**config.mk**
```make
export PLATFORM = sky130hd
export DESIGN_NAME = cjs_sequencer
export DESIGN_NICKNAME = d
export VERILOG_FILES = /design/src/rtl/cjs_pkg.sv /design/src/rtl/cjs_ctrl.sv /design/src/rtl/cjs_datapath.sv /design/src/rtl/cjs_sequencer.sv
export SDC_FILE = /design/constraint.sdc
export NUM_CORES = 1
export LEC_CHECK = 0
export BUFFER_PORTS_ARGS = -buffer_cell sky130_fd_sc_hd__buf_2
export CAP_MARGIN = 10
export CORE_MARGIN = 3
export CORE_UTILIZATION = 50
export CTS_CLUSTER_SIZE = 14
export DETAILED_ROUTE_END_ITERATION = 12
export PLACE_DENSITY = 0.69
export SYNTH_ARGS = -nofsm -noshare
export SYNTH_HDL_FRONTEND = slang
export SYNTH_SLANG_ARGS = --single-unit
```
**constraint.sdc**
```tcl
create_clock -name clk -period 9.2 [get_ports clk]
set_input_delay 0.92 -clock clk [delete_from_list [all_inputs] [get_ports clk]]
set_output_delay 0.92 -clock clk [all_outputs]
set_load 0.01 [all_outputs]
```
**src/rtl/cjs_pkg.sv**
```systemverilog
package cjs_pkg;

  typedef enum logic [3:0] {
    OP_NONE  = 4'd0,
    OP_ACALL = 4'd1,
    OP_AJMP  = 4'd2,
    OP_SJMP  = 4'd3,
    OP_CJNE  = 4'd4,
    OP_RET   = 4'd5,
    OP_RETI  = 4'd6,
    OP_PUSH  = 4'd7,
    OP_POP   = 4'd8
  } flowOp_e;

  typedef enum logic [2:0] {
    ST_IDLE,
    ST_CALL_LO,
    ST_CALL_HI,
    ST_RET_HI,
    ST_RET_LO,
    ST_PUSH,
    ST_POP
  } seqState_e;

  // strobes from control to datapath
  typedef struct packed {
    logic jumpAbs;
    logic jumpRel;
    logic jumpCmp;
    logic latchCall;
    logic latchPush;
    logic ramWr;
    logic ramRd;
    logic selHi;
    logic wrPush;
    logic spInc;
    logic spDec;
    logic spLoad;
    logic latchHi;
    logic loadTarget;
    logic loadRet;
    logic popDone;
    logic retiDone;
  } strobe_t;

endpackage

```
**src/rtl/cjs_ctrl.sv**
```systemverilog
module cjs_ctrl
  import cjs_pkg::*;
(
  input  logic       clk,
  input  logic       rstN,
  input  logic       reqValid,
  input  logic [3:0] reqOp,
  input  logic       popToSp,
  output strobe_t    strb,
  output logic       busy
);

  seqState_e state;
  seqState_e stateNxt;
  flowOp_e   op;
  logic      accept;
  logic      retiQ;
  logic      popSpQ;

  assign op     = flowOp_e'(reqOp);
  assign busy   = (state != ST_IDLE);
  assign accept = reqValid && (state == ST_IDLE);

  always_comb begin
    stateNxt = state;
    strb     = '0;
    case (state)
      ST_IDLE: begin
        if (reqValid) begin
          case (op)
            OP_ACALL: begin
              strb.latchCall = 1'b1;
              stateNxt       = ST_CALL_LO;
            end
            OP_AJMP:  strb.jumpAbs = 1'b1;
            OP_SJMP:  strb.jumpRel = 1'b1;
            OP_CJNE:  strb.jumpCmp = 1'b1;
            OP_RET, OP_RETI: stateNxt = ST_RET_HI;
            OP_PUSH: begin
              strb.latchPush = 1'b1;
              stateNxt       = ST_PUSH;
            end
            OP_POP:   stateNxt = ST_POP;
            default:  stateNxt = ST_IDLE;
          endcase
        end
      end
      ST_CALL_LO: begin
        strb.ramWr = 1'b1;
        strb.spInc = 1'b1;
        stateNxt   = ST_CALL_HI;
      end
      ST_CALL_HI: begin
        strb.ramWr      = 1'b1;
        strb.selHi      = 1'b1;
        strb.spInc      = 1'b1;
        strb.loadTarget = 1'b1;
        stateNxt        = ST_IDLE;
      end
      ST_RET_HI: begin
        strb.ramRd   = 1'b1;
        strb.latchHi = 1'b1;
        strb.spDec   = 1'b1;
        stateNxt     = ST_RET_LO;
      end
      ST_RET_LO: begin
        strb.ramRd    = 1'b1;
        strb.loadRet  = 1'b1;
        strb.spDec    = 1'b1;
        strb.retiDone = retiQ;
        stateNxt      = ST_IDLE;
      end
      ST_PUSH: begin
        strb.ramWr  = 1'b1;
        strb.wrPush = 1'b1;
        strb.spInc  = 1'b1;
        stateNxt    = ST_IDLE;
      end
      ST_POP: begin
        strb.ramRd   = 1'b1;
        strb.popDone = 1'b1;
        strb.spDec   = !popSpQ;
        strb.spLoad  = popSpQ;
        stateNxt     = ST_IDLE;
      end
      default: stateNxt = ST_IDLE;
    endcase
  end

  always_ff @(posedge clk) begin
    if (!rstN) begin
      state  <= ST_IDLE;
      retiQ  <= 1'b0;
      popSpQ <= 1'b0;
    end else begin
      state <= stateNxt;
      if (accept) begin
        retiQ  <= (op == OP_RETI);
        popSpQ <= popToSp;
      end
    end
  end

  // one stack access per clock
  a_r12_one_access: assert property (@(posedge clk) disable iff (!rstN)
    $onehot0({strb.ramWr, strb.ramRd}));

  // jumps never start stack traffic
  a_r3_jump_no_busy: assert property (@(posedge clk) disable iff (!rstN)
    (accept && (op == OP_AJMP || op == OP_SJMP || op == OP_CJNE)) |=> !busy);

  // a return occupies exactly two busy cycles
  a_r11_ret_length: assert property (@(posedge clk) disable iff (!rstN)
    (state == ST_RET_HI) |=> busy ##1 !busy);

  // a call occupies exactly two busy cycles
  a_r11_call_length: assert property (@(posedge clk) disable iff (!rstN)
    (state == ST_CALL_LO) |=> busy ##1 !busy);

endmodule

```
**src/rtl/cjs_datapath.sv**
```systemverilog
module cjs_datapath
  import cjs_pkg::*;
#(
  parameter int PC_W     = 16,
  parameter int DATA_W   = 8,
  parameter int PG_W     = 3,
  parameter logic [DATA_W-1:0] SP_RESET = 8'h07
) (
  input  logic              clk,
  input  logic              rstN,
  input  strobe_t           strb,
  input  logic [PG_W-1:0]   opcodeHi,
  input  logic [DATA_W-1:0] operandA,
  input  logic [DATA_W-1:0] operandB,
  input  logic [DATA_W-1:0] cmpLeft,
  input  logic [DATA_W-1:0] cmpRight,
  input  logic [DATA_W-1:0] ramRdData,
  output logic [PC_W-1:0]   pc,
  output logic [DATA_W-1:0] sp,
  output logic              carryValid,
  output logic              carryFlag,
  output logic              popValid,
  output logic [DATA_W-1:0] popData,
  output logic              isrRelease,
  output logic [DATA_W-1:0] ramAddr,
  output logic              ramWe,
  output logic              ramRe,
  output logic [DATA_W-1:0] ramWrData
);

  localparam int PAGE_W = PG_W + DATA_W;
  localparam int EXT_W  = PC_W - DATA_W;

  logic [PC_W-1:0]   pcInc2;
  logic [PC_W-1:0]   pcInc3;
  logic [PC_W-1:0]   absTarget;
  logic [PC_W-1:0]   relA;
  logic [PC_W-1:0]   relB;
  logic [PC_W-1:0]   retQ;
  logic [PC_W-1:0]   tgtQ;
  logic [DATA_W-1:0] hiQ;
  logic [DATA_W-1:0] pushQ;
  logic [DATA_W-1:0] spUp;
  logic [DATA_W-1:0] spDown;

  assign pcInc2    = pc + PC_W'(2);
  assign pcInc3    = pc + PC_W'(3);
  assign absTarget = {pcInc2[PC_W-1:PAGE_W], opcodeHi, operandA};
  assign relA      = {{EXT_W{operandA[DATA_W-1]}}, operandA};
  assign relB      = {{EXT_W{operandB[DATA_W-1]}}, operandB};
  assign spUp      = sp + DATA_W'(1);
  assign spDown    = sp - DATA_W'(1);

  // stack RAM port: writes go to the pre-incremented slot, reads to SP
  assign ramWe     = strb.ramWr;
  assign ramRe     = strb.ramRd;
  assign ramAddr   = strb.ramWr ? spUp : sp;

  always_comb begin
    if (strb.wrPush)     ramWrData = pushQ;
    else if (strb.selHi) ramWrData = retQ[PC_W-1:PC_W-DATA_W];
    else                 ramWrData = retQ[DATA_W-1:0];
  end

  always_ff @(posedge clk) begin
    if (!rstN) begin
      pc <= '0;
    end else if (strb.jumpAbs) begin
      pc <= absTarget;
    end else if (strb.jumpRel) begin
      pc <= pcInc2 + relA;
    end else if (strb.jumpCmp) begin
      pc <= (cmpLeft != cmpRight) ? (pcInc3 + relB) : pcInc3;
    end else if (strb.loadTarget) begin
      pc <= tgtQ;
    end else if (strb.loadRet) begin
      pc <= {hiQ, ramRdData};
    end
  end

  always_ff @(posedge clk) begin
    if (!rstN) begin
      sp <= SP_RESET;
    end else if (strb.spLoad) begin
      sp <= ramRdData;
    end else if (strb.spInc) begin
      sp <= spUp;
    end else if (strb.spDec) begin
      sp <= spDown;
    end
  end

  always_ff @(posedge clk) begin
    if (!rstN) begin
      retQ  <= '0;
      tgtQ  <= '0;
      hiQ   <= '0;
      pushQ <= '0;
    end else begin
      if (strb.latchCall) begin
        retQ <= pcInc2;
        tgtQ <= absTarget;
      end
      if (strb.latchPush) pushQ <= operandA;
      if (strb.latchHi)   hiQ   <= ramRdData;
    end
  end

  always_ff @(posedge clk) begin
    if (!rstN) begin
      carryValid <= 1'b0;
      carryFlag  <= 1'b0;
      popValid   <= 1'b0;
      popData    <= '0;
      isrRelease <= 1'b0;
    end else begin
      carryValid <= strb.jumpCmp;
      if (strb.jumpCmp) carryFlag <= (cmpLeft < cmpRight);
      popValid   <= strb.popDone;
      if (strb.popDone) popData <= ramRdData;
      isrRelease <= strb.retiDone;
    end
  end

  // every write step moves SP up by exactly one
  a_r8_sp_up: assert property (@(posedge clk) disable iff (!rstN)
    strb.spInc |=> (sp == $past(spUp)));

  // every return/pop read step moves SP down by one
  a_r6_sp_down: assert property (@(posedge clk) disable iff (!rstN)
    strb.spDec |=> (sp == $past(spDown)));

  // pop into SP leaves the popped byte in SP
  a_r9_pop_to_sp: assert property (@(posedge clk) disable iff (!rstN)
    strb.spLoad |=> (sp == $past(ramRdData)));

  // call lands inside the 2 KB block of the return address
  a_r2_same_block: assert property (@(posedge clk) disable iff (!rstN)
    strb.loadTarget |=> (pc[PC_W-1:PAGE_W] == $past(retQ[PC_W-1:PAGE_W])));

  // release is a single-cycle pulse
  a_r7_release_pulse: assert property (@(posedge clk) disable iff (!rstN)
    isrRelease |=> !isrRelease);

endmodule

```
**src/rtl/cjs_sequencer.sv**
```systemverilog
module cjs_sequencer
  import cjs_pkg::*;
#(
  parameter int PC_W   = 16,
  parameter int DATA_W = 8,
  parameter int PG_W   = 3,
  parameter logic [DATA_W-1:0] SP_RESET = 8'h07
) (
  input  logic              clk,
  input  logic              rstN,
  input  logic              reqValid,
  input  logic [3:0]        reqOp,
  input  logic [PG_W-1:0]   opcodeHi,
  input  logic [DATA_W-1:0] operandA,
  input  logic [DATA_W-1:0] operandB,
  input  logic [DATA_W-1:0] cmpLeft,
  input  logic [DATA_W-1:0] cmpRight,
  input  logic              popToSp,
  output logic [PC_W-1:0]   pc,
  output logic [DATA_W-1:0] sp,
  output logic              busy,
  output logic              carryValid,
  output logic              carryFlag,
  output logic              popValid,
  output logic [DATA_W-1:0] popData,
  output logic              isrRelease,
  output logic [DATA_W-1:0] ramAddr,
  output logic              ramWe,
  output logic              ramRe,
  output logic [DATA_W-1:0] ramWrData,
  input  logic [DATA_W-1:0] ramRdData
);

  strobe_t strb;

  cjs_ctrl u_ctrl (
    .clk      (clk),
    .rstN     (rstN),
    .reqValid (reqValid),
    .reqOp    (reqOp),
    .popToSp  (popToSp),
    .strb     (strb),
    .busy     (busy)
  );

  cjs_datapath #(
    .PC_W     (PC_W),
    .DATA_W   (DATA_W),
    .PG_W     (PG_W),
    .SP_RESET (SP_RESET)
  ) u_dp (
    .clk        (clk),
    .rstN       (rstN),
    .strb       (strb),
    .opcodeHi   (opcodeHi),
    .operandA   (operandA),
    .operandB   (operandB),
    .cmpLeft    (cmpLeft),
    .cmpRight   (cmpRight),
    .ramRdData  (ramRdData),
    .pc         (pc),
    .sp         (sp),
    .carryValid (carryValid),
    .carryFlag  (carryFlag),
    .popValid   (popValid),
    .popData    (popData),
    .isrRelease (isrRelease),
    .ramAddr    (ramAddr),
    .ramWe      (ramWe),
    .ramRe      (ramRe),
    .ramWrData  (ramWrData)
  );

  // no stack access while idle
  a_r1_idle_quiet: assert property (@(posedge clk) disable iff (!rstN)
    !busy |-> !(ramWe || ramRe));

endmodule

```
==> results.yml <==
clock_network:
  ctsResizeCount: 0
  root_buffer: "clkbuf_16"
  path_clk_slew_ns: 0.06
  cts_hold_buf: 0
  clkSinkCount: 84
  h-tree-depth: 3
  cts_post_setup_buffers_inserted: 0
  cts_made_buffers: 9
  clkLatencyLatePin_ns: 0.35
  clockBufferDepth: 2
  cts_tree: "built"
synthesis:
  synth_enable_flop_cells: 0
  synth-xor-area-share_pct: 7.113
  muxShareOfSynthArea_pct: 3.547
  synth_top_family_by_area: "simple AND/OR/NAND/NOR gates"
  synth_cells: 898
  yosysWarnings: 0
  synth_cell_types: 73
  syn-num-nets: 999
  synth_fa_ha_area_share_pct: 9.459
  synth_compound_area_share_pct: 24.87
  yosys_register_bits: 84
  synth-async-reset-ratio_pct: 0
  synth_flop_cell: "dfxtp_1"
  seq_area_frac_synth_pct: 24.83
  yosys.area_share.simple_pct: 25.11
  synth_area_um2: 6773
  syn_avg_cell_area_um2: 7.542
cells_and_area:
  n_antenna_cell: 0
  fin_nets: 1067
  fillCellCount: 1290
  drive_gt1_share_pct: 15.14
  mostFrequentLayoutCells: "nand2_1, buf_2, dfxtp_1"
  area.growth.synth_to_final_pct: 12.21
  final_common_cell: "nand2_1"
status:
  status: "finished clean"
critical_path:
  cp-start-kind: "flop"
  required_ns: 8.28
  critPathBufInv: 3
  path_depth: 8
  crit_arrival_ns: 3.12
  crit_path_max_fanout: 27
  worstSetupPathType: "flop to output pin"
  cp_slowest_cell: "dfxtp_1"
  crit_family: "flip-flops"
  crit_chain: "inv_1 -> o21ai_2 -> inv_2 -> nor2_1 -> and3_1 -> nand3_1 -> xnor2_1 -> buf_2"
  max_stage_delay_ns: 0.86
  r2r_cells: 11
  cp-end-kind: "output pin"
floorplanning:
  std_cell_rows: 41
  die_area_um2: 14980
  die_y_um: 122.4
  core_region_area_um2: 12930
  ioPinCount: 106
  initial_core_util_pct: 52.39
  die_w_um: 122.4
route:
  first_iter_violations: 539
  ant_nets: 0
  drc_errors: 0
  drt_first_pass_iters: 7
  wire_per_inst_um: 17.77
  dr_total_vias: 6841
  finalWirelength_mm: 20.32
  via_per_inst: 5.985
sta:
  hold_viol_final: 0
  skew_ns: 0.008025
  rsz0062_at_grt: "no"
  max_freq_mhz: 247.6
  tightest_slew_ns: 1.193
  fin_ws_ns: 5.161
  setup_tns_ns: 0
  fin_crit_sh_pct: 43.90
  setup_violations: 0
  period_minus_slack_ns: 4.039
  slew-limit-headroom_pct: 20.37
  drv_slew: 0
placement:
  hpwl_mm: 15.06
  gp_congestion: 0.9506
  port-buffer-count: 105
  pre_cts_slack_ns: 5.602
global_route:
  grt_use_total_pct: 26.62
  grt_max_degree: 84
  antenna_found_initial: 0
  grt_pass1_vias: 6136
  grt_pass1_wl_mm: 31.75
  grt-ovfl-total: 0
flow_run:
  max-cap-violations: 0
power:
  power_density_nw_per_um2: 130.1
  p_leak_nw: 3.262
  ir_worst_vdd_mv: 0.1384
worst_hold_path:
  min_path_type: "flop to flop"
  whs_path_depth: 2
[flip-flops by register name, summed over array words and instances, names as in the netlist]
signal,flops
u_ctrl.popSpQ,1
u_ctrl.retiQ,1
u_ctrl.state,3
u_dp.carryFlag,1
u_dp.carryValid,1
u_dp.hiQ,8
u_dp.isrRelease,1
u_dp.pc,16
u_dp.popData,8
u_dp.popValid,1
u_dp.pushQ,8
u_dp.retQ,11
u_dp.sp,8
u_dp.tgtQ,16
[final cells by class]
class	instances	area (um2)	share of cell area, %
repair buffers	110	563.0	7.409
clock buffers	9	225.2	2.963
multi-input cells	734	4747	62.46
inverters	27	101.3	1.334
well taps	172	215.2	2.832
clock inverters	7	66.31	0.8726
flip-flops and latches	84	1682	22.13
[routing by layer]
layer | global-route usage [%] | vias to the layer above | wire (um)
li1 | - | 3359 | -
met1 | 36.46 | 3175 | 9190
met2 | 42.60 | 268 | 9190
met3 | 5.300 | 39 | 1391
met4 | 7.558 | 0 | 544
met5 | 0 | - | 0
[report_power, final]
group          total, mW  internal (mW)  leakage (nW)  switching, mW
Sequential         0.389          0.372         0.679         0.0166
Combinational      0.231         0.0972          2.44          0.134
Clock              0.368          0.209         0.145          0.159
Total              0.989          0.679          3.26          0.310
[worst paths after layout]
check / slack (ns) / startpoint / to
min reg2reg: 0.47 / u_dp.popData[1]$_SDFFE_PN0P_ / u_dp.popData[1]$_SDFFE_PN0P_
max reg2reg: 5.59 / u_dp.pc[3]$_SDFFE_PN0P_ / u_dp.pc[15]$_SDFFE_PN0P_
max: 5.16 / u_ctrl.state[0]$_SDFFE_PN0P_ / ramAddr[7]
min: 0.47 / u_dp.popData[1]$_SDFFE_PN0P_ / u_dp.popData[1]$_SDFFE_PN0P_
[worst register-to-register path, stage by stage (launching register included)]
cell,delay [ns]
dfxtp_1,0.49
nand2_1,0.19
or3_1,0.45
xnor2_1,0.28
ha_1,0.35
and2_1,0.20
o41a_1,0.35
o2111ai_1,0.36
a31oi_1,0.18
or4_1,0.42
a31o_2,0.24
nand2_1,0.05
[Yosys cell counts (4+ instances only)]
cell        n  share of area, %
o22ai_1    23               2.1
a211oi_1   10               1.1
xor2_1     29               3.8
clkbuf_1   33               1.8
o21ai_0    25               1.8
or2_2       5              0.46
a21boi_0   34               3.8
nand2b_1    9              0.83
o31ai_1    11               1.2
and2_1      7              0.65
nor3b_1    13               1.4
a31oi_1    17               1.6
and4_1      4              0.52
nor2b_1    17               1.6
dfxtp_1    84                25
buf_2      12              0.89
xnor2_1    26               3.4
inv_1      26               1.4
nand2_1   144               8.0
mux2i_1    24               3.5
o21a_1      5              0.55
o221ai_1    8               1.0
a21o_1     15               1.7
nand3_1    25               1.8
o21bai_1    5              0.55
nor2_1     72               4.0
or3_1       4              0.37
nor3_1     23               1.7
nand4_1     8              0.74
a21oi_1    54               4.0
o211ai_1   11               1.2
ha_1       48               8.9
[kinds of logic (layout without fill, tap and decap cells)]
logic type,count (synthesis),count (layout)
simple gates,355,355
fa+ha+maj,50,50
buf+inv,80,153
compound gates,250,250
flops,84,84
mux,24,24
xor+xnor,55,55
[through the flow]
stage | instance area, um2 | hold WS [ns] | util [%] | power, mW | instances
3_5_place_dp | 7308 | 0.4592 | 56.53 | 0.6238 | 1127
4_1_cts | 7600 | 0.4685 | 58.79 | 0.9863 | 1143
6_report | 7600 | 0.4663 | 58.79 | 0.9886 | 1143
5_1_grt | 7600 | 0.4876 | 58.79 | 1.028 | 1143
2_1_floorplan | 6773 | 0.4428 | - | 0.5580 | 898
3_3_place_gp | 7308 | 0.4511 | 56.53 | 0.6234 | 1127
(Power assumes the default switching activity.)
